[src/rtl/rdec_pkg.sv]
package rdec_pkg;
  localparam int WORD_W = 32;
  localparam int OP_W   = 6;
  localparam int FN_W   = 6;
  localparam int OPND_W = 26;

  typedef enum logic [1:0] {
    CLS_HOMO = 2'd0,
    CLS_REG  = 2'd1,
    CLS_PASS = 2'd2,
    CLS_RESV = 2'd3
  } insn_class_e;

  // affine scramble over a 2**width space; odd multiplier keeps it bijective
  function automatic int unsigned scramble(input int unsigned x, input int unsigned mul,
                                           input int unsigned add, input int unsigned width);
    int unsigned m;
    m = (32'd1 << width) - 32'd1;
    return (x * mul + add) & m;
  endfunction
endpackage

[src/rtl/rdec_classify.sv]
module rdec_classify
  import rdec_pkg::*;
#(
  parameter int N_PASS = 8,
  parameter logic [N_PASS*OP_W-1:0] PASS_OPS = '0,
  parameter int N_RESV = 2,
  parameter logic [N_RESV*OP_W-1:0] RESV_OPS = '0,
  parameter int N_RGRP = 2,
  parameter logic [N_RGRP*OP_W-1:0] RGRP_OPS = '0,
  localparam int RSEL_W = (N_RGRP > 1) ? $clog2(N_RGRP) : 1
) (
  input  logic [OP_W-1:0]   enc_op,
  output insn_class_e       cls,
  output logic [RSEL_W-1:0] rsel
);
  logic [N_PASS-1:0] pass_hit;
  logic [N_RESV-1:0] resv_hit;
  logic [N_RGRP-1:0] rgrp_hit;

  for (genvar i = 0; i < N_PASS; i++) begin : g_pass
    assign pass_hit[i] = (enc_op == PASS_OPS[i*OP_W +: OP_W]);
  end
  for (genvar i = 0; i < N_RESV; i++) begin : g_resv
    assign resv_hit[i] = (enc_op == RESV_OPS[i*OP_W +: OP_W]);
  end
  for (genvar i = 0; i < N_RGRP; i++) begin : g_rgrp
    assign rgrp_hit[i] = (enc_op == RGRP_OPS[i*OP_W +: OP_W]);
  end

  always_comb begin
    rsel = '0;
    for (int i = 0; i < N_RGRP; i++) begin
      if (rgrp_hit[i]) rsel = RSEL_W'(i);
    end
  end

  // reserved wins over everything, then bypass, then the register group
  always_comb begin
    if (|resv_hit)      cls = CLS_RESV;
    else if (|pass_hit) cls = CLS_PASS;
    else if (|rgrp_hit) cls = CLS_REG;
    else                cls = CLS_HOMO;
  end
endmodule

[src/rtl/rdec_operand_perm.sv]
module rdec_operand_perm
  import rdec_pkg::*;
#(
  parameter int NUM_PERM   = 4,
  parameter int CHUNK_LOG2 = 4,
  parameter int PERM_KEY   = 5,
  localparam int IDX_W = (NUM_PERM > 1) ? $clog2(NUM_PERM) : 1
) (
  input  logic [WORD_W-1:0] pc,
  input  logic [OPND_W-1:0] opnd_enc,
  output logic [OPND_W-1:0] opnd_nat
);
  if (!(NUM_PERM == 1 || NUM_PERM == 2 || NUM_PERM == 4 || NUM_PERM == 8)) begin : g_bad
    $error("NUM_PERM must be 1, 2, 4 or 8");
  end

  logic [IDX_W-1:0]  idx;
  logic [OPND_W-1:0] cand [NUM_PERM];

  // chunk index from the word address
  if (NUM_PERM > 1) begin : g_idx
    assign idx = pc[2 + CHUNK_LOG2 +: IDX_W];
    logic unused_pc;
    assign unused_pc = ^{pc[WORD_W-1:2+CHUNK_LOG2+IDX_W], pc[1+CHUNK_LOG2:0]};
  end else begin : g_idx1
    assign idx = '0;
    logic unused_pc;
    assign unused_pc = ^pc;
  end

  for (genvar p = 0; p < NUM_PERM; p++) begin : g_perm
    localparam int BASE   = 2 * p + 1;
    localparam int STRIDE = (BASE >= 13) ? BASE + 2 : BASE;
    localparam int OFFSET = (7 * p + PERM_KEY) % OPND_W;
    for (genvar j = 0; j < OPND_W; j++) begin : g_bit
      localparam int SRC = (j * STRIDE + OFFSET) % OPND_W;
      assign cand[p][j] = opnd_enc[SRC];
    end
  end

  always_comb begin
    opnd_nat = cand[0];
    for (int p = 0; p < NUM_PERM; p++) begin
      if (idx == IDX_W'(p)) opnd_nat = cand[p];
    end
  end
endmodule

[src/rtl/rdec_homophone.sv]
module rdec_homophone
  import rdec_pkg::*;
#(
  parameter int N_NAT_OP = 8,
  parameter logic [N_NAT_OP*OP_W-1:0] NAT_OPS = '0,
  parameter int N_NAT_FN = 8,
  parameter logic [N_NAT_FN*FN_W-1:0] NAT_FNS = '0,
  parameter int MIX_MUL = 37,
  parameter int MIX_ADD = 11,
  parameter int RSEL_W  = 1,
  localparam int KEY_W  = RSEL_W + FN_W
) (
  input  logic [OP_W-1:0]   enc_op,
  input  logic [FN_W-1:0]   enc_fn,
  input  logic [RSEL_W-1:0] rsel,
  output logic [OP_W-1:0]   nat_op,
  output logic [FN_W-1:0]   nat_fn
);
  int unsigned op_slot;
  int unsigned fn_slot;
  logic [KEY_W-1:0] key;

  assign key = {rsel, enc_fn};

  always_comb begin
    op_slot = scramble(int'(enc_op), MIX_MUL, MIX_ADD, OP_W) % N_NAT_OP;
    nat_op  = NAT_OPS[op_slot*OP_W +: OP_W];
  end

  always_comb begin
    fn_slot = scramble(int'(key), MIX_MUL, MIX_ADD, KEY_W) % N_NAT_FN;
    nat_fn  = NAT_FNS[fn_slot*FN_W +: FN_W];
  end
endmodule

[src/rtl/rand_decode_front.sv]
module rand_decode_front
  import rdec_pkg::*;
#(
  parameter int NUM_PERM   = 4,
  parameter int CHUNK_LOG2 = 4,
  parameter int PERM_KEY   = 5,
  parameter int MIX_MUL    = 37,
  parameter int MIX_ADD    = 11,
  parameter int N_PASS     = 8,
  parameter logic [N_PASS*OP_W-1:0] PASS_OPS =
    {6'h38, 6'h30, 6'h07, 6'h06, 6'h05, 6'h04, 6'h03, 6'h02},
  parameter int N_RESV     = 2,
  parameter logic [N_RESV*OP_W-1:0] RESV_OPS = {6'h3F, 6'h3E},
  parameter int N_RGRP     = 2,
  parameter logic [N_RGRP*OP_W-1:0] RGRP_OPS = {6'h01, 6'h00},
  parameter logic [OP_W-1:0] REG_NAT_OP = 6'h00,
  parameter int N_NAT_OP   = 8,
  parameter logic [N_NAT_OP*OP_W-1:0] NAT_OPS =
    {6'h2B, 6'h23, 6'h0F, 6'h0E, 6'h0D, 6'h0C, 6'h0A, 6'h08},
  parameter int N_NAT_FN   = 8,
  parameter logic [N_NAT_FN*FN_W-1:0] NAT_FNS =
    {6'h02, 6'h00, 6'h2A, 6'h26, 6'h25, 6'h24, 6'h22, 6'h20}
) (
  input  logic              clk,
  input  logic              rst_n,
  input  logic              in_valid,
  output logic              in_ready,
  input  logic [WORD_W-1:0] in_word,
  input  logic [WORD_W-1:0] in_pc,
  output logic              out_valid,
  input  logic              out_ready,
  output logic [WORD_W-1:0] out_insn,
  output logic              trap_req
);
  localparam int RSEL_W = (N_RGRP > 1) ? $clog2(N_RGRP) : 1;

  insn_class_e        cls;
  logic [RSEL_W-1:0]  rsel;
  logic [OPND_W-1:0]  opnd_nat;
  logic [OP_W-1:0]    nat_op;
  logic [FN_W-1:0]    nat_fn;
  logic [WORD_W-1:0]  nat_word;
  logic               accept;

  rdec_classify #(
    .N_PASS(N_PASS), .PASS_OPS(PASS_OPS),
    .N_RESV(N_RESV), .RESV_OPS(RESV_OPS),
    .N_RGRP(N_RGRP), .RGRP_OPS(RGRP_OPS)
  ) u_cls (
    .enc_op (in_word[WORD_W-1 -: OP_W]),
    .cls    (cls),
    .rsel   (rsel)
  );

  rdec_operand_perm #(
    .NUM_PERM(NUM_PERM), .CHUNK_LOG2(CHUNK_LOG2), .PERM_KEY(PERM_KEY)
  ) u_perm (
    .pc       (in_pc),
    .opnd_enc (in_word[OPND_W-1:0]),
    .opnd_nat (opnd_nat)
  );

  rdec_homophone #(
    .N_NAT_OP(N_NAT_OP), .NAT_OPS(NAT_OPS),
    .N_NAT_FN(N_NAT_FN), .NAT_FNS(NAT_FNS),
    .MIX_MUL(MIX_MUL), .MIX_ADD(MIX_ADD), .RSEL_W(RSEL_W)
  ) u_homo (
    .enc_op (in_word[WORD_W-1 -: OP_W]),
    .enc_fn (opnd_nat[FN_W-1:0]),
    .rsel   (rsel),
    .nat_op (nat_op),
    .nat_fn (nat_fn)
  );

  // funct is recovered only after the operand has been de-permuted
  always_comb begin
    unique case (cls)
      CLS_PASS: nat_word = in_word;
      CLS_REG:  nat_word = {REG_NAT_OP, opnd_nat[OPND_W-1:FN_W], nat_fn};
      CLS_HOMO: nat_word = {nat_op, opnd_nat};
      default:  nat_word = '0;
    endcase
  end

  assign in_ready = !out_valid || out_ready;
  assign accept   = in_valid && in_ready;

  always_ff @(posedge clk or negedge rst_n) begin
    if (!rst_n) begin
      out_valid <= 1'b0;
      out_insn  <= '0;
      trap_req  <= 1'b0;
    end else if (accept) begin
      trap_req  <= (cls == CLS_RESV);
      out_valid <= (cls != CLS_RESV);
      if (cls != CLS_RESV) out_insn <= nat_word;
    end else begin
      trap_req <= 1'b0;
      if (out_ready) out_valid <= 1'b0;
    end
  end
endmodule

[config.mk]
export PLATFORM = sky130hd
export DESIGN_NAME = rand_decode_front
export DESIGN_NICKNAME = d
export VERILOG_FILES = /design/src/rtl/rdec_pkg.sv /design/src/rtl/rdec_classify.sv /design/src/rtl/rdec_operand_perm.sv /design/src/rtl/rdec_homophone.sv /design/src/rtl/rand_decode_front.sv
export SDC_FILE = /design/constraint.sdc
export NUM_CORES = 1
export LEC_CHECK = 0
export CAP_MARGIN = 15
export CELL_PAD_IN_SITES_DETAIL_PLACEMENT = 1
export CELL_PAD_IN_SITES_GLOBAL_PLACEMENT = 2
export CORE_ASPECT_RATIO = 1.75
export CORE_MARGIN = 10
export CORE_UTILIZATION = 29
export CTS_BUF_LIST = sky130_fd_sc_hd__clkbuf_8
export CTS_CLUSTER_SIZE = 20
export DETAILED_ROUTE_END_ITERATION = 8
export PLACE_DENSITY = 0.88
export SYNTH_ARGS = -nofsm -noshare
export SYNTH_HDL_FRONTEND = slang
export SYNTH_SLANG_ARGS = --single-unit
[constraint.sdc]
create_clock -name clk -period 3.5 [get_ports clk]
set_clock_uncertainty 0.2 [all_clocks]
set_input_delay 0.525 -clock clk [delete_from_list [all_inputs] [get_ports clk]]
set_output_delay 0.525 -clock clk [all_outputs]
set_load 0.02 [all_outputs]
# Word level (Yosys, flattened, before mapping)
# Cells that the tools add are included.
[totals]
regBits = 34
input_bits = 68
out_inout_bits = 35
wordCells = 50
[classes]
n_addsub = 2
mul = 4
n_eq_ne = 18
shifts = 2
mux = 11
n_reduce_logical = 10
[op_table]
columns = ["operator", "n"]
rows = [
  ["$pmux W32 S3", 1],
  ["$mux W26", 3],
  ["$shiftx A48 B33 Y6 const A", 1],
  ["$shiftx A48 B7 Y6 const A", 1],
  ["$eq A6 B3 Y1 const B", 4],
  ["$eq A6 B6 Y1 const B", 4],
  ["$eq A6 B2 Y1 const B", 2],
  ["$mul A3 B2 Y5 const B", 2],
  ["$eq A2 B2 Y1 const B", 4],
  ["$reduce_or A8 Y1", 1],
  ["$mul A7 B6 Y3 const B", 1],
  ["$add A3 B2 Y3 const B", 2],
  ["$eq A6 B1 Y1 const B", 1],
  ["$logic_not A6 Y1", 1],
  ["$mul A6 B6 Y3 const B", 1],
  ["$mux W1", 5],
  ["$eq A2 B1 Y1 const B", 2],
  ["$mux W2", 2],
  ["$reduce_or A2 Y1", 2],
  ["$logic_not A2 Y1", 1],
  ["$ne A2 B2 Y1 const B", 1],
  ["$reduce_and A2 Y1", 1],
  ["$reduce_bool A2 Y1", 1],
  ["$logic_and A1 B1 Y1", 1],
  ["other kinds (2)", 2],
]

# Longest topological paths before layout
[logic_depth]
word_depth = 9
mapped_depth = 9
depth_no_buf = 7

# Cells and area by module
# Synthesis repeated with hierarchy kept, for this count alone.
[unflattened]
hier_cells = 283
hier_area_um2 = 3397.0
[by_module_without_submodules]
columns = ["module", "instances", "cells_per_inst", "area_per_inst_um2", "seq_area_each_um2"]
rows = [
  ["rand_decode_front", 1, 209, 2398.6, 850.8],
  ["rdec_operand_perm", 1, 32, 674.4, 0.0],
  ["rdec_homophone", 1, 32, 265.3, 0.0],
  ["rdec_classify", 1, 10, 58.8, 0.0],
]

# Least setup slack after synthesis
# OpenSTA, ideal clock, no wires.
[synth_path]
path_type = "input port to flip-flop"
from = "input port in_pc[6]"
to = "register out_insn[0]"
setup_ns = 0.077
t_arrival_ns = 2.331
required_time_ns = 3.223
setup_slack_ns = 0.892
path_stages = 7
path_buffers = 1
path_cell_list = "buf_4 -> mux4_2 -> ha_1 -> xor2_1 -> xnor2_1 -> or3b_1 -> a21oi_1"
[synth_between]
elab_chain_cells = 9
elab_cells_between_ends = 11
classes_between = "add/sub (1); mul (2); eq/ne (3); shift (1); mux (4)"
[synth_rtl]
columns = ["element", "line_no", "source"]
rows = [
  ["start: declaration", "rand_decode_front.sv:29", "input logic [WORD_W-1:0] in_pc,"],
  ["$eq A2 B1 Y1", "rdec_operand_perm.sv:44", "if (idx == IDX_W'(p)) opnd_nat = cand[p];"],
  ["$mux W26 (2 in series)", "rdec_operand_perm.sv:44", ""],
  ["$mux W26 *", "rdec_operand_perm.sv:44", ""],
  ["$mul A7 B6 Y3", "rdec_pkg.sv:19", "return (x * mul + add) & m;"],
  ["$add A3 B2 Y3", "rdec_pkg.sv:19", ""],
  ["$mul A3 B2 Y5", "rdec_homophone.sv:32", "nat_fn = NAT_FNS[fn_slot*FN_W +: FN_W];"],
  ["$shiftx A48 B7 Y6", "rdec_homophone.sv:32", ""],
  ["$pmux W32 S3 *", "rand_decode_front.sv:77", "unique case (cls)"],
  ["end signal: assignment", "rand_decode_front.sv:96", "if (cls != CLS_RESV) out_insn <= nat_word;"],
  ["end: declaration", "rand_decode_front.sv:32", "output logic [WORD_W-1:0] out_insn,"],
]
# Every way passes the cells marked *; elsewhere a longest branch is shown, timed or not.
# A chain may end at the register's enable or synchronous reset.

# Worst setup path after layout
# Ends and elaborated chain as after synthesis.

==> flow_results.org <==
** Floorplanning
- After floorplanning, the core was divided into 44 placement rows.
- Starting utilization of the core area :: 0.300
- The die is 90.3 um wide.
- Measured along the y axis, the die boundary spans 143 um.
- The die covers 12,900 um2.
- The core region is 8370 um2.
- Pin placement for this block handled 103 I/O pins.

** Synthesis
- The share of synthesized area in the top cell type comes to 0.339.
- Syn Nets :: 314
- Number of distinct standard cells referenced by the synthesized netlist :: 39
- Dominant cell type by area after synthesis :: sky130_fd_sc_hd__dfrtp_1
- Biggest area contributors in the synthesized netlist :: sky130_fd_sc_hd__dfrtp_1 (34%), sky130_fd_sc_hd__mux4_2 (16%), sky130_fd_sc_hd__mux2i_1 (8.8%)
- Number of standard cells after synthesis :: 236
- The synthesized design contains 34 register bits.
- Proportion of synthesized chip area in sequential cells :: 0.339
- During synthesis, Yosys emitted a total of 0 warnings.
- In this run the cell area of the synthesized design comes to 2510 um2.
- A synthesized cell averages 10.6 um2.

** Clock tree
- Clock tree synthesis selected as its root buffer the cell sky130_fd_sc_hd__clkbuf_8.
- Setup bufs post-CTS :: 0
- The number of clock buffers added by TritonCTS is 5.
- In this run the number of H-tree levels came out at 2.
- After clock tree synthesis, the repair step resized 0 gates.
- At the later pin of the worst-skew pair, clock insertion delay measures 290 ps.
- Clock-pin slew of the registers on the worst-case setup and hold paths :: 80 ps
- Counting along the longest clock path gives a buffer depth of 2.
- CTS tree :: done
- CTS saw 34 sinks.
- Number of buffers inserted for hold repair after clock tree synthesis :: 0

** Routing
- For this run, the detailed router's first-pass iteration total came to 4.
- Number of design-rule violations left by the first detailed-router iteration :: 135
- The routed design has 8420 um of wire.
- After detailed routing, the number of remaining DRC violations is 0.
- The detailed router placed 2,226 vias in this run.
- Once detail routing completed, the nets flagged for antenna violations numbered 0.
- Routed length per instance :: 19.8 um
- After detailed routing, the number of vias per cell comes to 5.24.

** Setup path
- STA classifies the critical path startpoint as an input pin.
- FF-to-FF setup slack :: 1680 ps
- Data required time at the worst endpoint :: 3530 ps
- CP max FO :: 6
- CP endpoint kind :: flop
- Arrival time at the worst endpoint :: 2960 ps
- The critical path is of the input pin to flop type.

** Pwr
- Cell internal power was estimated by the tool at 0.957 mW.
- The share of total power dissipated in sequential elements is 0.345.
- Total power per unit cell area :: 417 nW/um2
- Part of the power in combinational logic :: 0.403
- Design Power :: 1.46 mW
- The share of total power dissipated in the clock network is 0.252.
- Worst VDD drop :: 0.147 mV
- In this run the static leakage power is 1.52 nW.
- Psw :: 0.502 mW
- Of the total power, the share spent switching nets is 0.344.

** Finish
- The number of antenna diodes in the final layout is 0.
- Summing all multi-input logic gate instances after layout gives 1570 um2.
- Number of fillers in the final layout :: 974
- After the flow finishes, the layout carries non-filler instances totaling 425.
- In the final layout, the share of cells above drive strength 1 is 0.126.
- Post-layout net count :: 387
- Layout-stage area growth over the synthesis result :: 39.6%
- Across the whole layout, storage elements account for 851 um2.

** Min path
- Kind of path behind the tightest hold check :: flop to flop

** GRT
- Entering global routing, the biggest net connects 35 pins.
- Met1 Usage GRT :: 0.136
- The initial antenna violation count is 0.
- The number of global-route vias before repair was 2,509.
- Fraction of met3 tracks used by global routing :: 0.0320
- GRT Resource Usage Total :: 0.132
- The first global-routing pass estimated 13,600 um of wire.
- Met2 Use GR :: 0.242
- Busiest grt layer :: met2
- Congestion Overflow GR :: 0

** STA
- The clock period could shrink to 2930 ps.
- Crit share post-route :: 0.837
- The final hold violation count came to 0.
- Setup violations remaining at the end of the flow were counted as 0.
- For the pin with the worst max-slew slack, the measured transition is 573 ps.
- Final sum of negative setup slack :: 0 ps
- In this run the tightest slew margin relative to its limit is 0.617.
- Derived from the worst setup path, the maximum achievable clock frequency is 341 MHz.
- RSZ-0062 raised after global routing :: false
- Final Worst Setup Slack :: 570 ps
- The number of slew-limit violations in the final report was 0.

** Placement
- Detailed placement HPWL :: 6680 um
- Placer congestion estimate :: 0.863
- IO Port Bufs :: 72
- After detailed placement, the design holds a cell count of 417.
- Before CTS, the worst setup slack after placement is 262 ps.

** Flow run
- Number of maximum-capacitance violations :: 0

** Status
- Result of the run :: complete, no violations
-- synth_stat cells (all sizes together) --
cell type  count
dfrtp         34
a21oi          4
a211oi         1
or3b           1
xor2           2
or2            1
o21a           1
and3b          1
xnor2          4
or3            2
mux2i         22
nor4           1
nand4          1
mux4          23
clkbuf         9
ha            10
a22oi          1
nand2b         1
o22ai          1
nor2          18
mux2           1
buf            6
a32oi          1
a311oi         2
nor3           3
nand3          3
o21ai         28
a21o           2
a31oi          4
inv            5
a221oi         5
o21bai         1
nand2         36
nor4b          1
-- critical path: stages --
cell	delay [ps]
sky130_fd_sc_hd__clkdlybuf4s50_1	620
sky130_fd_sc_hd__mux4_2	630
sky130_fd_sc_hd__ha_1	230
sky130_fd_sc_hd__xor2_1	170
sky130_fd_sc_hd__xnor2_1	210
sky130_fd_sc_hd__or3b_1	420
sky130_fd_sc_hd__a21oi_1	160
-- through the flow --
step / cell area, um2 / hold WS, ps / util
after CTS: 3500 / 288 / 0.419
final: 3500 / 284 / 0.419
after global placement: 3400 / 261 / 0.406
after global routing: 3500 / 316 / 0.419
after detailed placement: 3400 / 270 / 0.406
after floorplan: 2510 / 29.4 / -
-- logic make-up after synthesis --
kind of cell             synth area share
XOR/XNOR                           0.0239
adder cells (fa/ha/maj)            0.0499
buffers and inverters              0.0364
multiplexers                        0.306
flip-flops                          0.339
AND/OR/NAND/NOR                     0.123
AO/OA/AOI/OAI                       0.122
-- routing by layer --
| metal | up-vias | share of wire |
|---|---|---|
| met2 | 57 | 0.56 |
| met4 | 0 | 0.025 |
| met1 | 1129 | 0.38 |
| li1 | 1028 | - |
| met3 | 12 | 0.042 |
| met5 | - | 0 |
-- placed cells by master, fill, tap and decap left out, types with 2 or more instances in the layout --
cell / Yosys / layout
sky130_fd_sc_hd__xor2_1: 2 / 2
sky130_fd_sc_hd__dfrtp_1: 34 / 34
sky130_fd_sc_hd__mux4_1: 5 / 5
sky130_fd_sc_hd__inv_1: 5 / 7
sky130_fd_sc_hd__o21ai_0: 28 / 28
sky130_fd_sc_hd__mux2i_1: 22 / 22
sky130_fd_sc_hd__nand3_1: 3 / 3
sky130_fd_sc_hd__a21oi_1: 4 / 4
sky130_fd_sc_hd__nand2_1: 36 / 36
sky130_fd_sc_hd__ha_1: 10 / 10
sky130_fd_sc_hd__nor3_1: 3 / 3
sky130_fd_sc_hd__nor2_1: 18 / 17
sky130_fd_sc_hd__xnor2_1: 3 / 3
sky130_fd_sc_hd__buf_12: 0 / 2
sky130_fd_sc_hd__mux4_2: 18 / 18
sky130_fd_sc_hd__buf_4: 1 / 7
sky130_fd_sc_hd__a311oi_1: 2 / 2
sky130_fd_sc_hd__clkbuf_8: 0 / 5
sky130_fd_sc_hd__a31oi_1: 4 / 4
sky130_fd_sc_hd__clkdlybuf4s50_1: 0 / 72
sky130_fd_sc_hd__a221oi_1: 5 / 5
sky130_fd_sc_hd__a21o_1: 2 / 2
-- state kept, by name, summed over array words and instances (netlist names) --
| name | flops |
|---|---|
| out_insn | 32 |
| out_valid | 1 |
| trap_req | 1 |
-- path summary, 6_finish.rpt --
kind,cells after the start,endpoint,startpoint
hold reg to reg,2,out_insn[30],out_insn[30]
setup / recovery,7,out_insn[0],in_pc[6]
max in group asynchronous,2,out_insn[19],rst_n
hold / removal,2,out_insn[30],out_insn[30]
setup reg to reg,5,out_insn[5],out_valid
min in group asynchronous,2,out_insn[28],rst_n
-- power by group through the flow --
stage	Sequential, mW	Combinational [mW]	Clock [mW]
6_report	0.503	0.588	0.368
5_1_grt	0.515	0.638	0.396
3_5_place_dp	0.513	0.595	0
4_1_cts	0.505	0.599	0.378
2_1_floorplan	0.598	0.214	0
3_3_place_gp	0.507	0.586	0
-- cell type report --
type | instances | share of cell area
Clock buffer | 5 | 0.0196
Inverter | 5 | 0.00536
Tap cell | 115 | 0.0411
Clock inverter | 3 | 0.0107
Timing Repair Buffer | 81 | 0.232
Sequential cell | 34 | 0.243
Multi-Input combinational cell | 182 | 0.448
Power figures use the tool's default switching activity.
